File: src/rtl/nvs_pkg.sv
package nvs_pkg;
  typedef enum logic [1:0] {
    SRC_NONE  = 2'd0,
    SRC_HOST  = 2'd1,
    SRC_WIPER = 2'd2
  } wsrc_e;
endpackage

File: src/rtl/nvs_pending.sv
module nvs_pending
  import nvs_pkg::*;
#(
  parameter int ADDR_W = 4,
  parameter int DATA_W = 8
) (
  input  logic              clk_i,
  input  logic              rst_ni,
  input  logic              accept_i,
  input  logic              clear_i,
  input  logic              wr_vld_i,
  input  logic [ADDR_W-1:0] wr_addr_i,
  input  logic [DATA_W-1:0] wr_data_i,
  input  logic              cp_vld_i,
  input  logic [ADDR_W-1:0] cp_addr_i,
  input  logic [DATA_W-1:0] cp_data_i,
  output logic              vld_o,
  output logic [ADDR_W-1:0] addr_o,
  output logic [DATA_W-1:0] data_o
);
  wsrc_e src;

  always_comb begin
    if (!accept_i)     src = SRC_NONE;
    else if (wr_vld_i) src = SRC_HOST;   // host beats copy
    else if (cp_vld_i) src = SRC_WIPER;
    else               src = SRC_NONE;
  end

  always_ff @(posedge clk_i or negedge rst_ni) begin
    if (!rst_ni) begin
      vld_o  <= 1'b0;
      addr_o <= '0;
      data_o <= '0;
    end else if (clear_i) begin
      vld_o <= 1'b0;
    end else begin
      case (src)
        SRC_HOST: begin
          vld_o  <= 1'b1;
          addr_o <= wr_addr_i;
          data_o <= wr_data_i;
        end
        SRC_WIPER: begin
          vld_o  <= 1'b1;
          addr_o <= cp_addr_i;
          data_o <= cp_data_i;
        end
        default: ;
      endcase
    end
  end
endmodule

File: src/rtl/nvs_busy_timer.sv
module nvs_busy_timer #(
  parameter int CYCLES = 16
) (
  input  logic clk_i,
  input  logic rst_ni,
  input  logic start_i,
  output logic busy_o
);
  localparam int CNT_W = $clog2(CYCLES + 1);

  logic [CNT_W-1:0] cnt_q;

  always_ff @(posedge clk_i or negedge rst_ni) begin
    if (!rst_ni)            cnt_q <= '0;
    else if (start_i)       cnt_q <= CNT_W'(CYCLES);
    else if (cnt_q != '0)   cnt_q <= cnt_q - 1'b1;
  end

  assign busy_o = (cnt_q != '0);
endmodule

File: src/rtl/nvs_array.sv
module nvs_array #(
  parameter int NUM_REGS = 16,
  parameter int ADDR_W   = 4,
  parameter int SEL_W    = 2,
  parameter int DATA_W   = 8
) (
  input  logic              clk_i,
  input  logic              we_i,
  input  logic [ADDR_W-1:0] waddr_i,
  input  logic [DATA_W-1:0] wdata_i,
  input  logic              pl_en_i,
  input  logic [ADDR_W-1:0] pl_addr_i,
  input  logic [DATA_W-1:0] pl_data_i,
  input  logic [ADDR_W-1:0] rd_addr_i,
  output logic [DATA_W-1:0] rd_data_o,
  input  logic [SEL_W-1:0]  xfer_sel_i,
  output logic [DATA_W-1:0] xfer_data_o,
  output logic [DATA_W-1:0] boot_val_o
);
  logic [DATA_W-1:0] regs [NUM_REGS];

  // no reset: contents outlive the control reset
  for (genvar g = 0; g < NUM_REGS; g++) begin : g_reg
    always_ff @(posedge clk_i) begin
      if (pl_en_i && pl_addr_i == ADDR_W'(g))   regs[g] <= pl_data_i;
      else if (we_i && waddr_i == ADDR_W'(g))   regs[g] <= wdata_i;
    end
  end

  assign rd_data_o   = regs[rd_addr_i];
  assign xfer_data_o = regs[{{(ADDR_W-SEL_W){1'b0}}, xfer_sel_i}];
  assign boot_val_o  = regs[0];
endmodule

File: src/rtl/nvs_store.sv
module nvs_store #(
  parameter int NUM_BANKS     = 4,
  parameter int REGS_PER_BANK = 4,
  parameter int DATA_W        = 8,
  parameter int WR_CYCLES     = 2_500_000
) (
  input  logic                                                   clk_i,
  input  logic                                                   rst_ni,
  input  logic                                                   cs_ni,
  input  logic                                                   wp_ni,
  input  logic                                                   wr_vld_i,
  input  logic [$clog2(NUM_BANKS)+$clog2(REGS_PER_BANK)-1:0]     wr_addr_i,
  input  logic [DATA_W-1:0]                                      wr_data_i,
  input  logic                                                   cp_vld_i,
  input  logic [$clog2(REGS_PER_BANK)-1:0]                       cp_sel_i,
  input  logic [DATA_W-1:0]                                      wiper_i,
  input  logic [$clog2(NUM_BANKS)+$clog2(REGS_PER_BANK)-1:0]     rd_addr_i,
  output logic [DATA_W-1:0]                                      rd_data_o,
  input  logic [$clog2(REGS_PER_BANK)-1:0]                       xfer_sel_i,
  output logic [DATA_W-1:0]                                      xfer_data_o,
  output logic [DATA_W-1:0]                                      boot_val_o,
  output logic                                                   wip_o,
  input  logic                                                   pl_en_i,
  input  logic [$clog2(NUM_BANKS)+$clog2(REGS_PER_BANK)-1:0]     pl_addr_i,
  input  logic [DATA_W-1:0]                                      pl_data_i
);
  localparam int BANK_W   = $clog2(NUM_BANKS);
  localparam int SEL_W    = $clog2(REGS_PER_BANK);
  localparam int ADDR_W   = BANK_W + SEL_W;
  localparam int NUM_REGS = NUM_BANKS * REGS_PER_BANK;

  logic              cs_q;
  logic              cs_rise;
  logic              busy;
  logic              commit;
  logic              pend_vld;
  logic [ADDR_W-1:0] pend_addr;
  logic [DATA_W-1:0] pend_data;

  always_ff @(posedge clk_i or negedge rst_ni) begin
    if (!rst_ni) cs_q <= 1'b1;
    else         cs_q <= cs_ni;
  end

  assign cs_rise = cs_ni & ~cs_q;
  assign commit  = cs_rise & pend_vld & wp_ni & ~busy;

  nvs_pending #(.ADDR_W(ADDR_W), .DATA_W(DATA_W)) u_pending (
    .clk_i     (clk_i),
    .rst_ni    (rst_ni),
    .accept_i  (~cs_ni & ~busy),
    .clear_i   (cs_ni),
    .wr_vld_i  (wr_vld_i),
    .wr_addr_i (wr_addr_i),
    .wr_data_i (wr_data_i),
    .cp_vld_i  (cp_vld_i),
    .cp_addr_i ({{BANK_W{1'b0}}, cp_sel_i}),
    .cp_data_i (wiper_i),
    .vld_o     (pend_vld),
    .addr_o    (pend_addr),
    .data_o    (pend_data)
  );

  nvs_busy_timer #(.CYCLES(WR_CYCLES)) u_timer (
    .clk_i   (clk_i),
    .rst_ni  (rst_ni),
    .start_i (commit),
    .busy_o  (busy)
  );

  nvs_array #(
    .NUM_REGS (NUM_REGS),
    .ADDR_W   (ADDR_W),
    .SEL_W    (SEL_W),
    .DATA_W   (DATA_W)
  ) u_array (
    .clk_i       (clk_i),
    .we_i        (commit),
    .waddr_i     (pend_addr),
    .wdata_i     (pend_data),
    .pl_en_i     (pl_en_i),
    .pl_addr_i   (pl_addr_i),
    .pl_data_i   (pl_data_i),
    .rd_addr_i   (rd_addr_i),
    .rd_data_o   (rd_data_o),
    .xfer_sel_i  (xfer_sel_i),
    .xfer_data_o (xfer_data_o),
    .boot_val_o  (boot_val_o)
  );

  assign wip_o = busy;
endmodule

File: config.mk
export PLATFORM = sky130hd
export DESIGN_NAME = nvs_store
export DESIGN_NICKNAME = d
export VERILOG_FILES = /design/src/rtl/nvs_pkg.sv /design/src/rtl/nvs_pending.sv /design/src/rtl/nvs_busy_timer.sv /design/src/rtl/nvs_array.sv /design/src/rtl/nvs_store.sv
export SDC_FILE = /design/constraint.sdc
export NUM_CORES = 1
export LEC_CHECK = 0
export BUFFER_PORTS_ARGS = -buffer_cell sky130_fd_sc_hd__clkbuf_2
export CAP_MARGIN = 40
export CORE_MARGIN = 3
export CORE_UTILIZATION = 40
export DETAILED_ROUTE_END_ITERATION = 8
export SYNTH_ARGS = -nofsm -noshare
export SYNTH_HDL_FRONTEND = slang
export SYNTH_SLANG_ARGS = --single-unit
File: constraint.sdc
create_clock -name clk_i -period 7.78 [get_ports clk_i]
set_input_delay 1.556 -clock clk_i [delete_from_list [all_inputs] [get_ports clk_i]]
set_output_delay 1.556 -clock clk_i [all_outputs]
set_load 0.01 [all_outputs]
After elaboration in Yosys (flattened, before gate mapping)
Memory sizes are Yosys's and may differ from the RTL's. Index checks and enable logic that the tools add are counted.

Bitwise gates (word level): 24. Muxes and demuxes: 105. Eq/ne operators: 32. Reduce and logical (&&, ||, !) cells: 40. $add $sub $neg: 1.

Operator list (number): two-way mux 8 bit (16); two-way mux 1 bit (82); == test 4 bit, second input constant (16); two-way mux 22 bit (2); == test 4 x 3 -> 1 bit, second input constant (8); logical AND 1 bit (32); nonzero test 22 bit (1); subtractor 22 x 1 -> 22 bit, second input constant (1); == test 4 x 2 -> 1 bit, second input constant (4); OR 1 bit (16); one-hot mux 8 bit (2 select lines) (1); == test 4 x 1 -> 1 bit, second input constant (2); zero test 4 bit (2); one-hot mux 4 bit (2 select lines) (1); two-way mux 2 bit (3); nonzero test 2 bit (3); AND 1 bit (5); inverter 1 bit (3); == test 2 x 1 -> 1 bit, second input constant (1); == test 2 bit, second input constant (1); AND reduction 2 bit (1); OR reduction 2 bit (1).

RAM bits: 128. Memories kept: 1. Input bits: 47. Output and inout bits: 25. Word-level logic and storage cells: 208. Flip-flop bits (word level): 36.

Memories: u_array.regs (depth 16, bits a word 8, rd ports 3, clocked after Yosys merged registers in 0, write ports 16, RTL line nvs_array.sv:20) `logic [DATA_W-1:0] regs [NUM_REGS];`.

Longest topological paths before layout
Word-level depth: 10. Mapped depth: 14. Depth with buffers taken out: 12.

Cells and area by module
A second synthesis with hierarchy kept.

Cells, all modules: 632. Area, all modules: 8994.9 µm².

Modules (own cells, without submodules): nvs_array (area each 7019.2 µm², cells an instance 428, times used 1, sequential area each 3843.7 µm²); nvs_busy_timer (area each 1290.0 µm², cells an instance 140, times used 1, sequential area each 550.5 µm²); nvs_pending (area each 639.4 µm², cells an instance 59, times used 1, sequential area each 325.3 µm²); nvs_store (area each 46.3 µm², cells an instance 5, times used 1, sequential area each 26.3 µm²).

Worst setup path after synthesis
OpenSTA, ideal clock, no wires.

Path type: input to output. From: input port rd_addr_i[0]. To: output port rd_data_o[0]. Arrival: 3.374 ns. Cell stages on the path: 4. Path buffers: 2. Slack: 2.850 ns. Cells stage by stage: clkbuf_1 -> buf_1 -> mux4_2 -> mux4_2.

Word-level cells in the longest chain between the ends: 1.

RTL lines: from (decl) (RTL line nvs_store.sv:17) `input logic [$clog2(NUM_BANKS)+$clog2(REGS_PER_BANK)-1:0] rd_addr_i,`; memory read (16 x 8 bit); to (decl) (RTL line nvs_store.sv:18) `output logic [DATA_W-1:0] rd_data_o,`.

Every way passes these cells.

Worst setup path after layout
From: input port rd_addr_i[0]. To: output port rd_data_o[7].

The elaborated chain is that of the path after synthesis.

==> results.txt <==
----------------------------------------------------
[Detailed routing]
  Ratio of routed vias to standard cells ... 5.78
  Total wire length after detailed routing ... 20600 um
  DR WL/cell ... 21.8 um
  Initial DRC count ... 475
  First drt pass iteration count ... 5
  Drt drc ... 0
  Total via count after detailed routing ... 5459
  Antenna violation net count after detailed routing ... 0

[Yosys]
  Flop and latch count out of synthesis ... 164
  Post-synthesis mux area share ... 31.0%
  Fraction of post-synthesis cell area in the top cell type by area ... 44.1%
  Number of synthesized flops with an enable pin ... 128
  Largest family of logic cells by synthesized area ... multiplexers
  Mapped Avg Cell Area ... 15.0 um^2
  Number of warning messages in the yosys log ... 0
  Post-synthesis share of cell area spent on xor and xnor gates ... 0.602%
  Commonest cells post-synth ... 128 x sky130_fd_sc_hd__edfxtp_1, 128 x sky130_fd_sc_hd__mux2_2, 48 x sky130_fd_sc_hd__mux4_2, 38 x sky130_fd_sc_hd__nand2_1, 35 x sky130_fd_sc_hd__dfrtp_1
  Post-Synth Simple-Gate Area ... 9.22%
  Sequential element share of the synthesized area ... 54.4%
  Adder-cell area share of the yosys netlist ... 0.287%
  Cell taking the most area after synthesis ... sky130_fd_sc_hd__edfxtp_1
  Post-synthesis instance total ... 583
  Top FF cell, synth ... sky130_fd_sc_hd__edfxtp_1
  Ys async rst share ... 22.0%
  Ranking of synthesized cells by area ... sky130_fd_sc_hd__edfxtp_1 44%, sky130_fd_sc_hd__mux2_2 17%, sky130_fd_sc_hd__mux4_2 12%
  Number of nets produced by synthesis ... 632
  Synth Area in Compound Gates ... 2.65%
  Synthesized cell area ... 8720 um^2
  Synth cell types ... 45

[Clocking]
  Number of levels in the clock H-tree ... 4
  Clock latency on the worst-skew pair ... 0.42 ns
  Number of gates resized after CTS ... 0
  CTS max path bufs ... 2
  Hold-fix buffers at CTS ... 0
  Clock-pin slew on the worst setup and hold paths ... 0.06 ns
  Master cell of the clock root buffer ... sky130_fd_sc_hd__clkbuf_16
  Sink count of the clock tree ... 164
  Number of post-CTS setup repair buffers ... 0
  Clock tree from TritonCTS ... yes
  Number of buffers added by the clock tree synthesis step ... 17

[Run status]
  Result of the run ... finished, final reports clean

[Global routing]
  Maximum number of pins on one net before global-route repair ... 33
  GRT Resource Usage Total ... 18.0%
  Most Used Layer, Global Route ... met2
  Met1 track utilization from global routing ... 24.8%
  Wire length of the first global-routing pass ... 33100 um
  Antenna violations before repair ... 0
  GR Util met2 ... 30.1%
  GR Layer Usage met3 ... 3.41%
  Residual overflow from global routing ... 0
  Number of global-route vias before repair ... 5601

[Timing]
  Relative max-transition margin ... 38.3%
  Final period util ... 63.8%
  Fin Hold WS ... 0.483 ns
  Count of final setup violators ... 0
  Final worst path period need ... 4.96 ns
  Hold Vio Cnt, Final ... 0
  Max Fclk ... 201 MHz
  Sum Neg Setup Slack ... 0 ns
  Number of pins with negative max-slew slack in the final report ... 0
  Unrepaired setup endpoints after global routing ... no
  Worst Clk Skew ... 0.00926 ns
  Slew at the pin closest to its max-slew limit ... 0.926 ns

[Setup path]
  CP required ... 6.22 ns
  Crit path DAT ... 3.41 ns
  Kind of start point of the critical path ... primary input
  Critical setup path kind ... primary input to primary output
  CP endpoint kind ... primary output
  CP max FO ... 32

[Power and ir drop]
  Lkg Pwr ... 3.58 nW
  Peak supply drop ... 134 uV
  Overall power of the completed layout ... 1.98 mW
  Total power per unit cell area ... 197 nW/um^2

[Cells and area]
  Share of the core filled with cells in the final layout ... 47.4%
  Final cell area excluding filler cells ... 10100 um^2
  Layout cells sized above 1 ... 46.9%
  Area growth from synthesis to layout ... 15.3%
  Net count, final ... 706
  Antenna Cells ... 0
  Number of inserted filler cells in the final layout ... 1864

[Placement]
  IO Port Bufs ... 71
  Cell area after placement ... 9460 um^2
  HPWL reported at the end of detailed placement ... 15700 um
  GP Congestion ... 0.854

[Floorplanning]
  I/O pins ... 72
  Standard-cell row count ... 53
  Die Width ... 154 um
  Die Height ... 154 um
  Core Footprint ... 21200 um^2
  Die outline area ... 23600 um^2
  Initial cell density of the core ... 41.1%

[Worst hold path]
  Path class of the lowest-slack min-delay path ... flop to flop

[Flow run]
  Max-cap check violation count ... 0

----------------------------------------------------
[layout make-up]
cell class,instances,area (um^2),area share [%]
Sequential cell,164,4750,47.2
Multi-Input combinational cell,377,3820,38.0
Timing Repair Buffer,93,533,5.30
Clock buffer,17,425,4.23
Tap cell,275,344,3.42
Clock inverter,15,179,1.78
Inverter,4,15.0,0.149
[kinds of logic (layout without fill, tap and decap cells)]
logic type                 after synthesis  count (layout)
muxes                                  194             194
buffers and inverters                   42             129
xor gates and xnor gates                 6               6
adders and majority gates                2               2
AOI/OAI and AO/OA                       43              43
and+or+nand+nor                        132             132
DFF                                    164             164
[through the flow]
step / worst slack [ns] / cells
floorplan: 2.85 / 583
global placement: 2.81 / 907
detailed placement: 2.75 / 913
CTS: 2.75 / 945
global route: 2.69 / 945
finish: 2.82 / 945
[routing by layer]
| layer | wire length [um] | up-vias |
|---|---|---|
| met5 | 0 | - |
| met4 | 161 | 0 |
| met2 | 10300 | 187 |
| li1 | - | 2468 |
| met1 | 9090 | 2792 |
| met3 | 1060 | 12 |
[flip-flops by register name, indices dropped and copies added, names as in the netlist]
register          count
cs_q                  1
u_pending.addr_o      4
u_pending.data_o      8
u_pending.vld_o       1
u_timer.cnt_q        22
u_array.regs        128
[worst max-delay path: stages]
cell and delay [ns]:
sky130_fd_sc_hd__clkbuf_2 0.09, sky130_fd_sc_hd__buf_4 0.49, sky130_fd_sc_hd__mux4_2 0.60, sky130_fd_sc_hd__mux4_2 0.51, sky130_fd_sc_hd__clkbuf_2 0.15
[placed cells by master, fill, tap and decap left out, types with 17 or more instances in the layout]
cell type and n:
sky130_fd_sc_hd__buf_4 21, sky130_fd_sc_hd__clkbuf_16 17, sky130_fd_sc_hd__clkbuf_2 71, sky130_fd_sc_hd__dfrtp_1 35, sky130_fd_sc_hd__edfxtp_1 128, sky130_fd_sc_hd__mux2_2 128, sky130_fd_sc_hd__mux4_2 48, sky130_fd_sc_hd__nand2_1 38
sky130_fd_sc_hd__nor2_1 22, sky130_fd_sc_hd__o21ai_0 32
[final timing paths]
check / start / end / slack (ns) / cells after the start
setup / recovery: rd_addr_i[0] / rd_data_o[7] / 2.82 / 5
hold reg to reg: u_timer.cnt_q[9] / u_timer.cnt_q[9] / 0.48 / 1
min in group asynchronous: rst_ni / u_timer.cnt_q[1] / 1.01 / 1
max in group asynchronous: rst_ni / u_pending.data_o[2] / 6.33 / 2
hold / removal: u_timer.cnt_q[9] / u_timer.cnt_q[9] / 0.48 / 1
setup reg to reg: u_timer.cnt_q[0] / u_pending.data_o[3] / 4.03 / 10
[where the power goes]
group          switching [mW]  internal, mW
Combinational          0.0652        0.0749
Clock                   0.350         0.508
Sequential             0.0173         0.963
Total                   0.433          1.55
Note: power is estimated with default switching activity, not from simulation.
